### src/rtl/ldu_pkg.sv
package ldu_pkg;

  typedef enum logic [1:0] {
    SZ_BYTE = 2'b00,
    SZ_HALF = 2'b01,
    SZ_WORD = 2'b10,
    SZ_BAD  = 2'b11
  } ld_size_e;

  typedef enum logic [2:0] {
    ST_IDLE = 3'd0,
    ST_REQ  = 3'd1,
    ST_WAIT = 3'd2,
    ST_WB   = 3'd3,
    ST_ERR  = 3'd4
  } ld_state_e;

endpackage

### src/rtl/ldu_agen.sv
module ldu_agen
  import ldu_pkg::*;
#(
  parameter int XLEN   = 32,
  parameter int DISP_W = 16,
  parameter int RAW    = 5
) (
  input  logic [XLEN-1:0]   base_i,
  input  logic [XLEN-1:0]   index_i,
  input  logic [DISP_W-1:0] disp_i,
  input  logic              indexed_i,
  input  logic              update_i,
  input  logic [RAW-1:0]    ra_i,
  input  logic [RAW-1:0]    rd_i,
  input  ld_size_e          size_i,
  output logic [XLEN-1:0]   ea_o,
  output logic              misalign_o,
  output logic              badform_o
);
  localparam int NB = XLEN / 8;
  localparam int OW = $clog2(NB);

  function automatic logic [XLEN-1:0] sext_disp(input logic [DISP_W-1:0] d);
    return {{(XLEN-DISP_W){d[DISP_W-1]}}, d};
  endfunction

  function automatic logic [XLEN-1:0] form_ea(
    input logic [XLEN-1:0]   base,
    input logic [XLEN-1:0]   idx,
    input logic [DISP_W-1:0] d,
    input logic              use_idx,
    input logic              zero_base
  );
    logic [XLEN-1:0] b;
    b = zero_base ? '0 : base;
    return b + (use_idx ? idx : sext_disp(d));
  endfunction

  function automatic logic off_bad(input ld_size_e sz, input logic [OW-1:0] off);
    case (sz)
      SZ_HALF: return off[0];
      SZ_WORD: return off != '0;
      default: return 1'b0;
    endcase
  endfunction

  logic ra_zero;
  logic form_bad;

  assign ra_zero   = (ra_i == '0);
  assign ea_o      = form_ea(base_i, index_i, disp_i, indexed_i, ra_zero && !update_i);
  assign form_bad  = (size_i == SZ_BAD) || (update_i && (ra_zero || ra_i == rd_i));
  assign badform_o = form_bad;
  assign misalign_o = !form_bad && off_bad(size_i, ea_o[OW-1:0]);

endmodule

### src/rtl/ldu_extend.sv
module ldu_extend
  import ldu_pkg::*;
#(
  parameter int XLEN = 32
) (
  input  logic [XLEN-1:0] word_i,
  input  logic [$clog2(XLEN/8)-1:0] off_i,
  input  ld_size_e        size_i,
  input  logic            signed_i,
  output logic [XLEN-1:0] data_o
);
  localparam int NB = XLEN / 8;
  localparam int OW = $clog2(NB);

  function automatic logic [XLEN-1:0] pick_lane(
    input logic [XLEN-1:0] w,
    input logic [OW-1:0]   off,
    input ld_size_e        sz,
    input logic            sgn
  );
    logic [XLEN-1:0] sh;
    int              amt;
    case (sz)
      SZ_BYTE: begin
        amt = 8 * (NB - 1 - int'(off));
        sh  = w >> amt;
        return {{(XLEN-8){1'b0}}, sh[7:0]};
      end
      SZ_HALF: begin
        amt = 8 * (NB - 2 - int'(off));
        if (amt < 0) amt = 0;
        sh  = w >> amt;
        return {{(XLEN-16){sgn & sh[15]}}, sh[15:0]};
      end
      default: return w;
    endcase
  endfunction

  assign data_o = pick_lane(word_i, off_i, size_i, signed_i);

endmodule

### src/rtl/ldu_ctrl.sv
module ldu_ctrl
  import ldu_pkg::*;
#(
  parameter int XLEN = 32,
  parameter int RAW  = 5
) (
  input  logic            clk,
  input  logic            rst_n,
  input  logic            op_valid_i,
  output logic            op_ready_o,
  input  ld_size_e        size_i,
  input  logic            signed_i,
  input  logic            update_i,
  input  logic [RAW-1:0]  rd_i,
  input  logic [RAW-1:0]  ra_i,
  input  logic [XLEN-1:0] ea_i,
  input  logic            mis_i,
  input  logic            bad_i,
  output ld_size_e        size_q_o,
  output logic            signed_q_o,
  output logic [XLEN-1:0] ea_q_o,
  input  logic [XLEN-1:0] ext_data_i,
  output logic            mem_req_o,
  input  logic            mem_rvalid_i,
  output logic            rd_we_o,
  output logic [RAW-1:0]  rd_idx_o,
  output logic [XLEN-1:0] rd_data_o,
  output logic            ra_we_o,
  output logic [RAW-1:0]  ra_idx_o,
  output logic            misalign_o,
  output logic            badform_o
);
  ld_state_e       state_q, state_d;
  ld_size_e        size_q;
  logic            sgn_q, upd_q, mis_q, bad_q;
  logic [RAW-1:0]  rd_q, ra_q;
  logic [XLEN-1:0] ea_q, data_q;
  logic            accept_w, resp_w;

  assign accept_w = op_valid_i && (state_q == ST_IDLE);
  assign resp_w   = (state_q == ST_WAIT) && mem_rvalid_i;

  always_comb begin
    state_d = state_q;
    case (state_q)
      ST_IDLE: if (op_valid_i) state_d = (mis_i || bad_i) ? ST_ERR : ST_REQ;
      ST_REQ:  state_d = ST_WAIT;
      ST_WAIT: if (mem_rvalid_i) state_d = ST_WB;
      ST_WB:   state_d = ST_IDLE;
      ST_ERR:  state_d = ST_IDLE;
      default: state_d = ST_IDLE;
    endcase
  end

  always_ff @(posedge clk) begin
    if (!rst_n) begin
      state_q <= ST_IDLE;
      size_q  <= SZ_BYTE;
      sgn_q   <= 1'b0;
      upd_q   <= 1'b0;
      mis_q   <= 1'b0;
      bad_q   <= 1'b0;
      rd_q    <= '0;
      ra_q    <= '0;
      ea_q    <= '0;
      data_q  <= '0;
    end else begin
      state_q <= state_d;
      if (accept_w) begin
        size_q <= size_i;
        sgn_q  <= signed_i;
        upd_q  <= update_i;
        mis_q  <= mis_i && !bad_i;
        bad_q  <= bad_i;
        rd_q   <= rd_i;
        ra_q   <= ra_i;
        ea_q   <= ea_i;
      end
      if (resp_w) data_q <= ext_data_i;
    end
  end

  assign op_ready_o = (state_q == ST_IDLE);
  assign mem_req_o  = (state_q == ST_REQ);
  assign size_q_o   = size_q;
  assign signed_q_o = sgn_q;
  assign ea_q_o     = ea_q;
  assign rd_we_o    = (state_q == ST_WB);
  assign ra_we_o    = (state_q == ST_WB) && upd_q;
  assign rd_idx_o   = rd_q;
  assign ra_idx_o   = ra_q;
  assign rd_data_o  = data_q;
  assign misalign_o = (state_q == ST_ERR) && mis_q;
  assign badform_o  = (state_q == ST_ERR) && bad_q;


  req_pulse_chk: assert property (@(posedge clk) disable iff (!rst_n)
    mem_req_o |=> !mem_req_o);


  wb_after_resp_chk: assert property (@(posedge clk) disable iff (!rst_n)
    rd_we_o |-> $past(mem_rvalid_i));


  base_wb_legal_chk: assert property (@(posedge clk) disable iff (!rst_n)
    ra_we_o |-> (rd_we_o && ra_idx_o != '0 && ra_idx_o != rd_idx_o));


  req_aligned_chk: assert property (@(posedge clk) disable iff (!rst_n)
    mem_req_o |-> !((size_q == SZ_HALF && ea_q[0]) || (size_q == SZ_WORD && ea_q[1:0] != 2'b00)));


  err_pulse_chk: assert property (@(posedge clk) disable iff (!rst_n)
    (misalign_o || badform_o) |=> (op_ready_o && !misalign_o && !badform_o));


  err_exclusive_chk: assert property (@(posedge clk) disable iff (!rst_n)
    !(misalign_o && badform_o));

endmodule

### src/rtl/int_load_unit.sv
module int_load_unit
  import ldu_pkg::*;
#(
  parameter int XLEN   = 32,
  parameter int DISP_W = 16,
  parameter int RAW    = 5
) (
  input  logic              clk,
  input  logic              rst_n,
  input  logic              op_valid_i,
  output logic              op_ready_o,
  input  logic [1:0]        op_size_i,
  input  logic              op_signed_i,
  input  logic              op_update_i,
  input  logic              op_indexed_i,
  input  logic [RAW-1:0]    op_rd_i,
  input  logic [RAW-1:0]    op_ra_i,
  input  logic [XLEN-1:0]   ra_val_i,
  input  logic [XLEN-1:0]   rb_val_i,
  input  logic [DISP_W-1:0] disp_i,
  output logic              mem_req_o,
  output logic [XLEN-1:0]   mem_addr_o,
  output logic [1:0]        mem_size_o,
  input  logic              mem_rvalid_i,
  input  logic [XLEN-1:0]   mem_rdata_i,
  output logic              rd_we_o,
  output logic [RAW-1:0]    rd_idx_o,
  output logic [XLEN-1:0]   rd_data_o,
  output logic              ra_we_o,
  output logic [RAW-1:0]    ra_idx_o,
  output logic [XLEN-1:0]   ra_data_o,
  output logic              misalign_o,
  output logic              badform_o
);
  localparam int OW = $clog2(XLEN / 8);

  ld_size_e        size_in_w, size_q_w;
  logic            sgn_q_w;
  logic [XLEN-1:0] ea_w, ea_q_w, ext_w;
  logic            mis_w, bad_w;

  assign size_in_w = ld_size_e'(op_size_i);

  ldu_agen #(.XLEN(XLEN), .DISP_W(DISP_W), .RAW(RAW)) u_agen (
    .base_i     (ra_val_i),
    .index_i    (rb_val_i),
    .disp_i     (disp_i),
    .indexed_i  (op_indexed_i),
    .update_i   (op_update_i),
    .ra_i       (op_ra_i),
    .rd_i       (op_rd_i),
    .size_i     (size_in_w),
    .ea_o       (ea_w),
    .misalign_o (mis_w),
    .badform_o  (bad_w)
  );

  ldu_extend #(.XLEN(XLEN)) u_ext (
    .word_i   (mem_rdata_i),
    .off_i    (ea_q_w[OW-1:0]),
    .size_i   (size_q_w),
    .signed_i (sgn_q_w),
    .data_o   (ext_w)
  );

  ldu_ctrl #(.XLEN(XLEN), .RAW(RAW)) u_ctrl (
    .clk          (clk),
    .rst_n        (rst_n),
    .op_valid_i   (op_valid_i),
    .op_ready_o   (op_ready_o),
    .size_i       (size_in_w),
    .signed_i     (op_signed_i),
    .update_i     (op_update_i),
    .rd_i         (op_rd_i),
    .ra_i         (op_ra_i),
    .ea_i         (ea_w),
    .mis_i        (mis_w),
    .bad_i        (bad_w),
    .size_q_o     (size_q_w),
    .signed_q_o   (sgn_q_w),
    .ea_q_o       (ea_q_w),
    .ext_data_i   (ext_w),
    .mem_req_o    (mem_req_o),
    .mem_rvalid_i (mem_rvalid_i),
    .rd_we_o      (rd_we_o),
    .rd_idx_o     (rd_idx_o),
    .rd_data_o    (rd_data_o),
    .ra_we_o      (ra_we_o),
    .ra_idx_o     (ra_idx_o),
    .misalign_o   (misalign_o),
    .badform_o    (badform_o)
  );

  assign mem_addr_o = ea_q_w;
  assign mem_size_o = size_q_w;
  assign ra_data_o  = ea_q_w;

endmodule

### config.mk
export PLATFORM = sky130hd
export DESIGN_NAME = int_load_unit
export DESIGN_NICKNAME = d
export VERILOG_FILES = /design/src/rtl/ldu_pkg.sv /design/src/rtl/ldu_agen.sv /design/src/rtl/ldu_extend.sv /design/src/rtl/ldu_ctrl.sv /design/src/rtl/int_load_unit.sv
export SDC_FILE = /design/constraint.sdc
export NUM_CORES = 1
export LEC_CHECK = 0
export BUFFER_PORTS_ARGS = -buffer_cell sky130_fd_sc_hd__buf_2
export CORE_UTILIZATION = 56
export CTS_CLUSTER_DIAMETER = 80
export DETAILED_ROUTE_END_ITERATION = 8
export MAX_ROUTING_LAYER = met4
export PLACE_DENSITY = 0.85
export SLEW_MARGIN = 10
export SYNTH_ARGS = -nofsm -noshare
export SYNTH_HDL_FRONTEND = slang
export SYNTH_HIERARCHICAL = 1
export SYNTH_SLANG_ARGS = --single-unit
### constraint.sdc
create_clock -name clk -period 5.8 [get_ports clk]
set_clock_uncertainty 0.05 [all_clocks]
set_input_delay 0.87 -clock clk [delete_from_list [all_inputs] [get_ports clk]]
set_output_delay 0.87 -clock clk [all_outputs]
set_load 0.02 [all_outputs]
==> results by group, run 1 <==
Clock network
  • CTS tree: done
  • CTS H-tree lvls: 3
  • Root buffer cell: clkbuf_16
  • Hold_buf cts: 0
  • Setup bufs post-CTS: 0
  • Worst-Skew Late Latency: 0.33 ns
  • Clock transition at path regs: 0.07 ns
  • CTS Sinks: 83
  • Bufs on Longest Clock Path: 2
  • Cts repair resizes: 0
  • CTS buffer count: 9

Timing
  • RSZ-0062 raised after global routing: no
  • Setup TNS: 0 ns
  • Minimum clock period: 4.536 ns
  • Fmax: 220.5 MHz
  • Slew Limit Fails: 0
  • Period Utilization, post-route: 78.21%
  • Fin worst setup slack: 1.264 ns
  • Fin. Hold Viols: 0
  • Worst Tran Pin Value: 1.215 ns
  • Setup violators final: 0
  • Slew HR: 18.89%

Global route
  • First-pass GRT wire length: 28.72 mm
  • Grt total ovfl: 0
  • Initial antenna violation count: 3
  • Vias in the first global route: 6064
  • Largest net degree at the start of global routing: 89
  • GRT Total Usage: 28.31%

Placed design
  • Pre-CTS WS: 0.9131 ns
  • IO Port Bufs: 244
  • Placed cell count: 1214
  • DP HPWL: 13.83 mm
  • GP Congestion: 0.9099

Critical path
  • Critical path origin: op_ra_i[3]
  • CP max-delay cell: nor3_4
  • CP endpoint kind: register
  • RR Startpoint: u_ctrl/ea_q_o[1]
  • Cell mode on critical path: a221oi_2
  • Crit Path Category: in -> reg
  • Crit path max-delay family: compound AO/OA/AOI/OAI gates
  • End of the critical path: u_ctrl/ea_q_o[18]
  • Crit-path max cell delay: 0.60 ns
  • Critical path depth: 14
  • R2r setup slk: 3.17 ns
  • Startpoint types: input pin
  • Sum of buffers and inverters on the critical path: 1
  • CP Max Fanout: 16
  • Worst R2R Path Depth: 5
  • Crit-path cells: buf_2 > or4_4 > nor3_4 > nor2b_1 > ha_1 > fa_1 > a21o_1 > a221oi_2 > a21oi_2 > a221oi_2 > o21ai_1 > o311ai_1 > nand2_1 > mux2i_1
  • Critical R2R Capture: u_ctrl/rd_data_o[3]
  • CP arrival: 4.74 ns
  • CP required: 6.01 ns

Die
  • Core area: 0.01211 mm²
  • Die H: 114.1 µm
  • Area of the die: 0.01301 mm²
  • Width of the die: 114.1 µm
  • Number of I/O pins: 245
  • Num rows: 40
  • Starting Density: 58.06%

Synthesis
  • FFs w/ async S/R, synth: 0%
  • Seq cells post-synth: 83
  • Synthesized netlist cell count: 889
  • Post-synth cell types: 75
  • Mapped Area: 0.007032 mm²
  • Synth Flop Type: dfxtp_1
  • Syn avg cell area: 7.910 µm²
  • Syn_nets: 1055
  • Sequential fraction of the synthesis area: 23.63%
  • Yosys Warn Count: 6
  • EDFF count, synth: 0

Power
  • Leak: 0.004021 µW
  • Reg power frac: 32.1%
  • VDD IR-drop max: 148.0 µV
  • Clock power frac: 30.2%
  • Switching part of the total: 36.64%
  • Pwr Density: 258.4 mW/mm²
  • Combinational share of power: 37.7%
  • Sw power: 781.8 µW
  • Internal power: 1352 µW

Finish
  • Most frequent cells in the layout: nand2_1, buf_2, mux2i_1
  • Finished Layout Cells: 1234
  • Layout cell share with drive strength beyond 1: 29.85%
  • Syn-to-layout area delta: 17.46%
  • Fin nets: 1223
  • Most common cell after layout, fill and taps aside: nand2_1

Routing
  • Routed vias/inst: 5.464
  • DRT Pass-1 Iters: 5
  • Routed WL: 18.54 mm
  • Post-DRT Antenna Nets: 0
  • Total number of vias: 6742
  • DRC: 0
  • Iter 0 DRT Violations: 500
  • DR WL/cell: 15.02 µm

Min path
  • Startpoint of the worst hold path: u_ctrl/bad_q
  • Hold Path Class: reg -> reg

Run
  • Max Cap Viol: 0

Outcome
  • Status: completed
==> cells in the mapped netlist (2+ instances only) <==
cell type	instances	area (µm²)
o22ai_1	6	37.54
nand4_1	6	37.54
o2111ai_1	2	17.52
xnor2_1	18	157.7
a21oi_1	31	155.2
nand3_1	7	35.03
and3_1	6	37.54
clkbuf_1	29	108.9
nor2b_1	35	219.0
o211ai_2	2	25.02
mux2i_1	102	1021
buf_4	38	285.3
buf_12	2	40.04
ha_1	34	425.4
o21a_1	4	30.03
o21ai_0	22	110.1
a311oi_1	2	17.52
buf_2	10	50.05
a21o_1	18	135.1
o211ai_1	4	30.03
buf_6	7	78.83
and4_1	3	26.28
xor2_1	12	105.1
nor4_2	2	25.02
dfxtp_1	83	1662
a22oi_1	2	15.01
nand2_1	258	968.4
nor4bb_1	2	20.02
buf_1	5	18.77
o21ai_1	8	40.04
a221oi_1	6	52.55
a31oi_1	3	18.77
and2_1	3	18.77
inv_1	11	41.29
a221oi_2	3	45.04
nor2_1	15	56.30
a211oi_1	4	30.03
nor3b_1	3	22.52
mux2_2	25	281.5
nor3_1	11	55.05
o21bai_1	5	37.54
nand2b_1	7	43.79
==> worst reg2reg max path, delay by kind of cell, from the launching register on <==
kind | cells | cell delay [ns]
flops | 1 | 1.13
compound gates | 2 | 0.53
mux | 1 | 0.16
simple gates | 2 | 0.70
==> layer usage <==
metal	track usage (%)	share of wire, %
met5	-	0
met4	10.13	1.8
met3	4.764	5.9
met1	32.87	43
met2	49.17	49
==> layout make-up <==
| class | count | area [µm²] |
|---|---|---|
| timing repair buffer | 248 | 1254 |
| sequential | 83 | 1662 |
| clock inverter | 6 | 96.34 |
| antenna | 4 | 10.01 |
| clock buffer | 10 | 239.0 |
| fill | 1050 | 3852 |
| multi-input combinational | 704 | 4747 |
| tap | 168 | 210.2 |
| inverter | 11 | 41.29 |
==> sequential cells by signal (all words and copies together) (netlist names) <==
signal and flops:
u_ctrl/mis_q 1, u_ctrl/bad_q 1, u_ctrl/signed_q_o 1, u_ctrl/ea_q_o 32
u_ctrl/ra_idx_o 5, u_ctrl/rd_data_o 32, u_ctrl/upd_q 1, u_ctrl/size_q_o 2
u_ctrl/rd_idx_o 5, u_ctrl/state_q 3
==> power groups by stage <==
stage	sequential (µW)	combinational [µW]	clock (µW)
2_1_floorplan	728	598	0
3_5_place_dp	697	794	0
5_1_grt	691	871	675
3_3_place_gp	695	785	0
4_1_cts	685	799	652
6_report	685	804	645
==> cells by family (layout without fill, tap and decap cells) <==
family,after synthesis,after routing,share of synthesized area (%)
simple gates,375,375,24.79
compound gates,135,135,13.52
mux,128,128,18.74
buf+inv,102,275,8.861
flops,83,83,23.63
fa+ha+maj,35,35,6.335
xor+xnor,31,31,4.128
other cells,0,4,0
==> how the worst min path moves through the flow <==
stage | endpoint | slack (ns) | cells after the start
after floorplan | u_ctrl/upd_q | 0.38 | 2
after global placement | u_ctrl/rd_data_o[4] | 0.39 | 2
after detailed placement | u_ctrl/rd_data_o[18] | 0.40 | 2
after CTS | u_ctrl/rd_data_o[18] | 0.41 | 2
after global routing | u_ctrl/rd_idx_o[0] | 0.43 | 2
final | u_ctrl/bad_q | 0.40 | 2
==> per-stage QoR <==
step / area, µm² / power (µW) / hold WS, ns / utilization, %
finish: 8259 / 2134 / 0.4040 / 68.19
global route: 8257 / 2237 / 0.4252 / 68.17
CTS: 8249 / 2136 / 0.4055 / 68.11
detailed placement: 7914 / 1490 / 0.3961 / 65.34
global placement: 7914 / 1479 / 0.3882 / 65.34
floorplan: 7032 / 1326 / 0.3801 / -
(Power assumes the default switching activity.)
==> inputs of run 2 (changes only) <==
--- a/config.mk
+++ b/config.mk
@@ -5,12 +5,13 @@
 export SDC_FILE = /design/constraint.sdc
 export NUM_CORES = 1
 export LEC_CHECK = 0
+export ABC_AREA = 1
 export BUFFER_PORTS_ARGS = -buffer_cell sky130_fd_sc_hd__buf_2
-export CORE_UTILIZATION = 56
+export CORE_UTILIZATION = 48
 export CTS_CLUSTER_DIAMETER = 80
 export DETAILED_ROUTE_END_ITERATION = 8
 export MAX_ROUTING_LAYER = met4
-export PLACE_DENSITY = 0.85
+export PLACE_DENSITY = 0.76
 export SLEW_MARGIN = 10
 export SYNTH_ARGS = -nofsm -noshare
 export SYNTH_HDL_FRONTEND = slang
==> constraint.sdc (replaced) <==
create_clock -name clk -period 4.1 [get_ports clk]
set_clock_uncertainty 0.05 [all_clocks]
set_input_delay 0.615 -clock clk [delete_from_list [all_inputs] [get_ports clk]]
set_output_delay 0.615 -clock clk [all_outputs]
set_load 0.02 [all_outputs]
==> results by group, run 2 <==
Placed design
  • Pre-CTS WS: 0.7424 ns (was 0.9131 ns)
  • IO Port Bufs: 244 (unchanged)
  • GP Congestion: 0.9521 (was 0.9099)
  • DP HPWL: 16.63 mm (was 13.83 mm)
  • Placement Cell Area: 0.008732 mm² (was 0.007914 mm²)

Critical path
  • Crit-path max cell delay: 0.37 ns (was 0.60 ns)
  • CP required: 4.28 ns (was 6.01 ns)
  • Crit Path Category: in -> reg (unchanged)
  • Crit-path cells: buf_2 > nor2_1 > nand4_1 > inv_1 > buf_4 > nor2_1 > ha_1 > or2_1 > nand3_1 > nand2_1 > nand2_1 > nand2_1 > nand2_1 > nand2_1 > nand2_1 > nand2_1 > nor2_1 > nor2_1 (was buf_2 > or4_4 > nor3_4 > nor2b_1 > ha_1 > fa_1 > a21o_1 > a221oi_2 > a21oi_2 > a221oi_2 > o21ai_1 > o311ai_1 > nand2_1 > mux2i_1)
  • CP arrival: 3.17 ns (was 4.74 ns)
  • Cell mode on critical path: nand2_1 (was a221oi_2)
  • RR Startpoint: u_ctrl/ea_q_o[1] (unchanged)
  • CP max-delay cell: ha_1 (was nor3_4)
  • Critical path origin: op_ra_i[0] (was op_ra_i[3])
  • R2r setup slk: 1.56 ns (was 3.17 ns)
  • Startpoint types: input pin (unchanged)
  • CP Max Fanout: 29 (was 16)
  • CP endpoint kind: register (unchanged)

Synthesis
  • Synthesized netlist cell count: 1421 (was 889)
  • Top cell type's share of synthesized area: 28.65% (was 23.63%)
  • Count leader, synth: nand2_1 (unchanged)
  • Mapped Area: 0.007702 mm² (was 0.007032 mm²)
  • Synth top area cells: nand2_1, dfxtp_1, inv_1 (was dfxtp_1, mux2i_1, nand2_1)
  • Post-synth top cells: nand2_1, inv_1, nor2_1 (was nand2_1, mux2i_1, dfxtp_1)
  • Syn avg cell area: 5.420 µm² (was 7.910 µm²)
  • EDFF count, synth: 0 (unchanged)
  • Syn_nets: 1587 (was 1055)
  • FFs w/ async S/R, synth: 0% (unchanged)
  • Synth Flop Type: dfxtp_1 (unchanged)
  • Post-synth cell types: 33 (was 75)
  • Seq cells post-synth: 83 (unchanged)
  • Sequential fraction of the synthesis area: 21.57% (was 23.63%)
  • Largest area contributor in the netlist: nand2_1 (was dfxtp_1)
  • Yosys Warn Count: 6 (unchanged)

Finish
  • Most common cell after layout, fill and taps aside: nand2_1 (unchanged)
  • Final instance area: 0.009056 mm² (was 0.008259 mm²)
  • Syn-to-layout area delta: 17.58% (was 17.46%)
  • Fill count: 1634 (was 1050)
  • Layout cell share with drive strength beyond 1: 18.41% (was 29.85%)
  • # diodes: 0 (was 4)
  • Most frequent cells in the layout: nand2_1, buf_2, inv_1 (was nand2_1, buf_2, mux2i_1)
  • Fin nets: 1763 (was 1223)

Die
  • Core area: 0.01543 mm² (was 0.01211 mm²)
  • Number of I/O pins: 245 (unchanged)
  • Num rows: 45 (was 40)
  • Width of the die: 128.7 µm (was 114.1 µm)
  • Starting Density: 49.93% (was 58.06%)
  • Die H: 128.7 µm (was 114.1 µm)
  • Area of the die: 0.01656 mm² (was 0.01301 mm²)

Global route
  • First-pass GRT wire length: 34.98 mm (was 28.72 mm)
  • Global routing's busiest layer: met2 (unchanged)
  • M1 GR Usage: 34.16% (was 32.87%)
  • M3 GR Usage: 2.869% (was 4.764%)
  • Initial antenna violation count: 0 (was 3)
  • Grt total ovfl: 0 (unchanged)
  • Largest net degree at the start of global routing: 56 (was 89)
  • Grt met2 use: 45.12% (was 49.17%)
  • GRT Total Usage: 26.90% (was 28.31%)
  • Vias in the first global route: 7647 (was 6064)

Timing
  • Worst Tran Pin Value: 1.009 ns (was 1.215 ns)
  • Hold Slack: 0.4071 ns (was 0.4040 ns)
  • Fmax: 334.5 MHz
  • Period Utilization, post-route: 72.91%
  • Fin. Hold Viols: 0 (unchanged)
  • Slew Limit Fails: 0 (unchanged)
  • RSZ-0062 raised after global routing: no (unchanged)
  • Fin worst setup slack: 1.111 ns (was 1.264 ns)
  • Slew HR: 32.65% (was 18.89%)
  • Minimum clock period: 2.989 ns
  • Setup violators final: 0 (unchanged)
  • Setup TNS: 0 ns (unchanged)

Clock network
  • Hold_buf cts: 0 (unchanged)
  • Worst-Skew Late Latency: 0.33 ns (about the same)
  • Cts repair resizes: 0 (unchanged)
  • Bufs on Longest Clock Path: 2 (unchanged)
  • CTS buffer count: 9 (unchanged)
  • CTS H-tree lvls: 3 (unchanged)
  • Root buffer cell: clkbuf_16 (unchanged)
  • CTS tree: done (unchanged)
  • CTS Sinks: 83 (unchanged)
  • Setup bufs post-CTS: 0 (unchanged)
  • Clock transition at path regs: 0.06 ns (was 0.07 ns)

Routing
  • Total number of vias: 8750 (was 6742)
  • Post-DRT Antenna Nets: 0 (unchanged)
  • Routed vias/inst: 4.826 (was 5.464)
  • Iter 0 DRT Violations: 593 (was 500)
  • Routed WL: 21.60 mm (was 18.54 mm)
  • DR WL/cell: 11.91 µm (was 15.02 µm)
  • DRT Pass-1 Iters: 5 (unchanged)
  • DRC: 0 (unchanged)

Power
  • Pwr Density: 369.7 mW/mm² (was 258.4 mW/mm²)
  • VDD IR-drop max: 279.1 µV (was 148.0 µV)
  • Leak: 0.005679 µW (was 0.004021 µW)

Min path
  • Startpoint of the worst hold path: u_ctrl/rd_data_o[13] (was u_ctrl/bad_q)
  • Hold Path Class: reg -> reg (unchanged)

Run
  • Max Cap Viol: 0 (unchanged)

Outcome
  • Status: completed (unchanged)
[run 2: cell families (layout without fill, tap and decap cells)]
group,count (synthesis),after routing,share of synthesized area [%]
simple gates,901,901,47.66
flops,83,83,21.57
xor+xnor,21,21,2.388
buf+inv,315,496,18.06
compound gates,66,66,4.532
fa+ha+maj,35,35,5.783
[run 2: layout make-up]
class                      count  area, µm²  share of cell area (%)
timing repair buffer         252       1294                   14.29
sequential                    83       1662                   18.35
clock buffer                   9      225.2                   2.487
tap                          211      264.0                   2.915
inverter                     228      855.8                   9.450
multi-input combinational   1023       4657                   51.42
clock inverter                 7      98.84                   1.091
[run 2: metrics by stage]
step	std cells	power (µW)	utilization [%]
after CTS	1813	3365	58.70
final	1813	3348	58.70
after detailed placement	1797	2477	56.60
after global placement	1797	2463	56.60
after global routing	1813	3599	58.70
after floorplan	1421	2140	-
[run 2: metal layers]
metal / vias up / share of wire (%)
met2: 323 / 46
met3: 28 / 6.3
li1: 4589 / -
met1: 3810 / 46
met4: 0 / 2.1
met5: - / 0
[run 2: final timing paths]
kind | depth (start not counted) | to
max | 18 | u_ctrl/ea_q_o[21]
min | 2 | u_ctrl/rd_data_o[13]
max reg2reg | 6 | u_ctrl/rd_data_o[16]
min reg2reg | 2 | u_ctrl/rd_data_o[13]
[run 2: power breakdown]
group	leakage (µW)	internal [µW]	switching (µW)
clock	0.000156	538	341
combinational	0.00484	492	986
sequential	0.000680	902	90.8
[run 2: critical path, delay by kind of cell]
kind | cells | cell delay, ns
and+or+nand+nor | 14 | 1.52
buffers and inverters | 3 | 0.65
adders and majority gates | 1 | 0.37
==> inputs of run 3 (changes only) <==
==> constraint.sdc (replaced) <==
create_clock -name clk -period 2.68 [get_ports clk]
set_clock_uncertainty 0.05 [all_clocks]
set_input_delay 0.402 -clock clk [delete_from_list [all_inputs] [get_ports clk]]
set_output_delay 0.402 -clock clk [all_outputs]
set_load 0.02 [all_outputs]
==> results by group, run 3 (synthesis results as in run 2) <==
Global route
  • Vias in the first global route: 7860 (was 7647)
  • Grt total ovfl: 0 (unchanged)
  • First-pass GRT wire length: 36.09 mm (was 34.98 mm)
  • Initial antenna violation count: 0 (unchanged)
  • Largest net degree at the start of global routing: 60 (was 56)
  • GRT Total Usage: 27.66% (was 26.90%)

Clock network
  • CTS tree: done (unchanged)
  • CTS H-tree lvls: 3 (unchanged)
  • Worst-Skew Late Latency: 0.34 ns (was 0.33 ns)
  • Root buffer cell: clkbuf_16 (unchanged)
  • CTS Sinks: 83 (unchanged)
  • Setup bufs post-CTS: 0 (unchanged)
  • Cts repair resizes: 0 (unchanged)
  • Hold_buf cts: 0 (unchanged)
  • Clock transition at path regs: 0.06 ns (about the same)
  • CTS buffer count: 9 (unchanged)
  • Bufs on Longest Clock Path: 2 (unchanged)

Timing
  • Fmax: 383.2 MHz
  • Fin. Hold Viols: 0 (unchanged)
  • Slew HR: 31.33% (was 32.65%)
  • Worst Tran Pin Value: 1.024 ns (was 1.009 ns)
  • Fin worst setup slack: 0.07013 ns (was 1.111 ns)
  • Period Utilization, post-route: 97.38%
  • Slew Limit Fails: 0 (unchanged)
  • Minimum clock period: 2.610 ns
  • RSZ-0062 raised after global routing: yes (was no)
  • Setup violators final: 0 (unchanged)

Critical path
  • Crit-path cells: buf_2 > nor2_2 > nand4_1 > inv_1 > buf_4 > nor2_1 > ha_1 > fa_1 > a21oi_1 > or3_1 > nor2_1 > inv_1 > nand2_1 > nand3_1 > nor3_1 (was buf_2 > nor2_1 > nand4_1 > inv_1 > buf_4 > nor2_1 > ha_1 > or2_1 > nand3_1 > nand2_1 > nand2_1 > nand2_1 > nand2_1 > nand2_1 > nand2_1 > nand2_1 > nor2_1 > nor2_1)
  • CP arrival: 2.80 ns (was 3.17 ns)
  • CP Max Fanout: 2 (was 29)
  • Worst R2R Path Depth: 7 (was 6)
  • R2r setup slk: 0.68 ns (was 1.56 ns)
  • Crit-path max cell delay: 0.53 ns (was 0.37 ns)
  • CP max-delay cell: fa_1 (was ha_1)
  • Critical R2R Capture: u_ctrl/rd_data_o[3] (was u_ctrl/rd_data_o[16])
  • CP required: 2.87 ns (was 4.28 ns)
  • Crit Path Category: in -> reg (unchanged)
  • Startpoint types: input pin (unchanged)
  • RR Startpoint: u_ctrl/size_q_o[1] (was u_ctrl/ea_q_o[1])
  • CP endpoint kind: register (unchanged)

Routing
  • Total number of vias: 8978 (was 8750)
  • DRC: 0 (unchanged)
  • DRT Pass-1 Iters: 5 (unchanged)
  • Routed WL: 22.26 mm (was 21.60 mm)
  • DR WL/cell: 11.85 µm (was 11.91 µm)
  • Routed vias/inst: 4.781 (was 4.826)
  • Post-DRT Antenna Nets: 0 (unchanged)
  • Iter 0 DRT Violations: 761 (was 593)

Die
  • Core area: 0.01543 mm² (unchanged)
  • Number of I/O pins: 245 (unchanged)
  • Width of the die: 128.7 µm (unchanged)
  • Num rows: 45 (unchanged)
  • Area of the die: 0.01656 mm² (unchanged)
  • Die H: 128.7 µm (unchanged)
  • Starting Density: 49.93% (unchanged)

Min path
  • Hold Path Class: in -> reg (was reg -> reg)
  • Worst Hold Depth: 3 (was 2)
  • Hold Path Sink: u_ctrl/rd_idx_o[2] (was u_ctrl/rd_data_o[13])
  • Startpoint of the worst hold path: op_rd_i[2] (was u_ctrl/rd_data_o[13])

Finish
  • # diodes: 0 (unchanged)
  • Layout cell share with drive strength beyond 1: 22.56% (was 18.41%)
  • Syn-to-layout area delta: 24.58% (was 17.58%)
  • Most common cell after layout, fill and taps aside: nand2_1 (unchanged)
  • Most frequent cells in the layout: nand2_1, buf_2, inv_1 (unchanged)
  • Fin nets: 1828 (was 1763)
  • Final instance area: 0.009595 mm² (was 0.009056 mm²)

Outcome
  • Status: completed (unchanged)

Run
  • Max Cap Viol: 0 (unchanged)

Placed design
  • IO Port Bufs: 244 (unchanged)
  • GP Congestion: 1.005 (was 0.9521)
  • Placement Cell Area: 0.009245 mm² (was 0.008732 mm²)
  • DP HPWL: 17.23 mm (was 16.63 mm)
  • Pre-CTS WS: -0.1900 ns (was 0.7424 ns)

Power
  • Pwr Total: 5221 µW (was 3348 µW)
  • Leak: 0.005992 µW (was 0.005679 µW)
  • VDD IR-drop max: 368.7 µV (was 279.1 µV)
  • Pwr Density: 544.1 mW/mm² (was 369.7 mW/mm²)
-- run 3: cell count changes in the layout (fill, tap and decap cells not counted), sizes merged --
cell / change
bufinv: -1
clkinv: -1
buf: +65
clkinvlp: +2
-- run 3: final cells by class --
type,count,area [µm²]
flip-flops and latches,83,1662
fillers,1656,5832
repair buffers,317,1810
multi-input cells,1023,4703
well taps,211,264.0
clock buffers,9,225.2
inverters,228,855.8
clock inverters,7,75.07
-- run 3: worst max path at each step --
stage / cells past startpoint / end / from / slack (ns)
5_1_grt: 20 / u_ctrl/ea_q_o[25] / op_ra_i[0] / -0.03
3_3_place_gp: 20 / u_ctrl/ea_q_o[28] / op_ra_i[0] / -0.15
6_report: 15 / u_ctrl/state_q[2] / op_ra_i[0] / 0.07
4_1_cts: 15 / u_ctrl/state_q[2] / op_ra_i[0] / 0.14
3_5_place_dp: 15 / u_ctrl/state_q[2] / op_ra_i[0] / -0.19
2_1_floorplan: 14 / u_ctrl/state_q[2] / op_ra_i[0] / 0.11
-- run 3: stage by stage --
| stage | setup TNS (ns) | hold WS, ns | instances | util [%] |
|---|---|---|---|---|
| after floorplan | 0 | 0.4423 | 1421 | - |
| after global placement | -2.410 | 0.3966 | 1862 | 59.93 |
| after detailed placement | -3.480 | 0.4013 | 1862 | 59.93 |
| after CTS | 0 | 0.2648 | 1878 | 61.87 |
| after global routing | -0.08369 | 0.2894 | 1878 | 62.20 |
| final | 0 | 0.2677 | 1878 | 62.20 |
-- run 3: worst max-delay path, delay by kind of cell --
family                     cells  cell delay (ns)
AOI/OAI and AO/OA              1             0.09
and+or+nand+nor                8             1.15
buffers and inverters          4             0.42
adders and majority gates      2             0.73
-- run 3: power breakdown --
part	switching, µW	leakage [µW]	internal (µW)
clock	544	0.000138	727
combinational	1550	0.00517	880
sequential	141	0.000680	1380
total	2230	0.00599	2990
-- run 3: layer usage --
metal | track usage (%) | vias up | part of all wire, %
li1 | - | 4717 | -
met1 | 34.99 | 3907 | 46
met2 | 46.07 | 319 | 46
met3 | 3.451 | 35 | 6.0
met4 | 7.958 | 0 | 2.0
met5 | - | - | 0
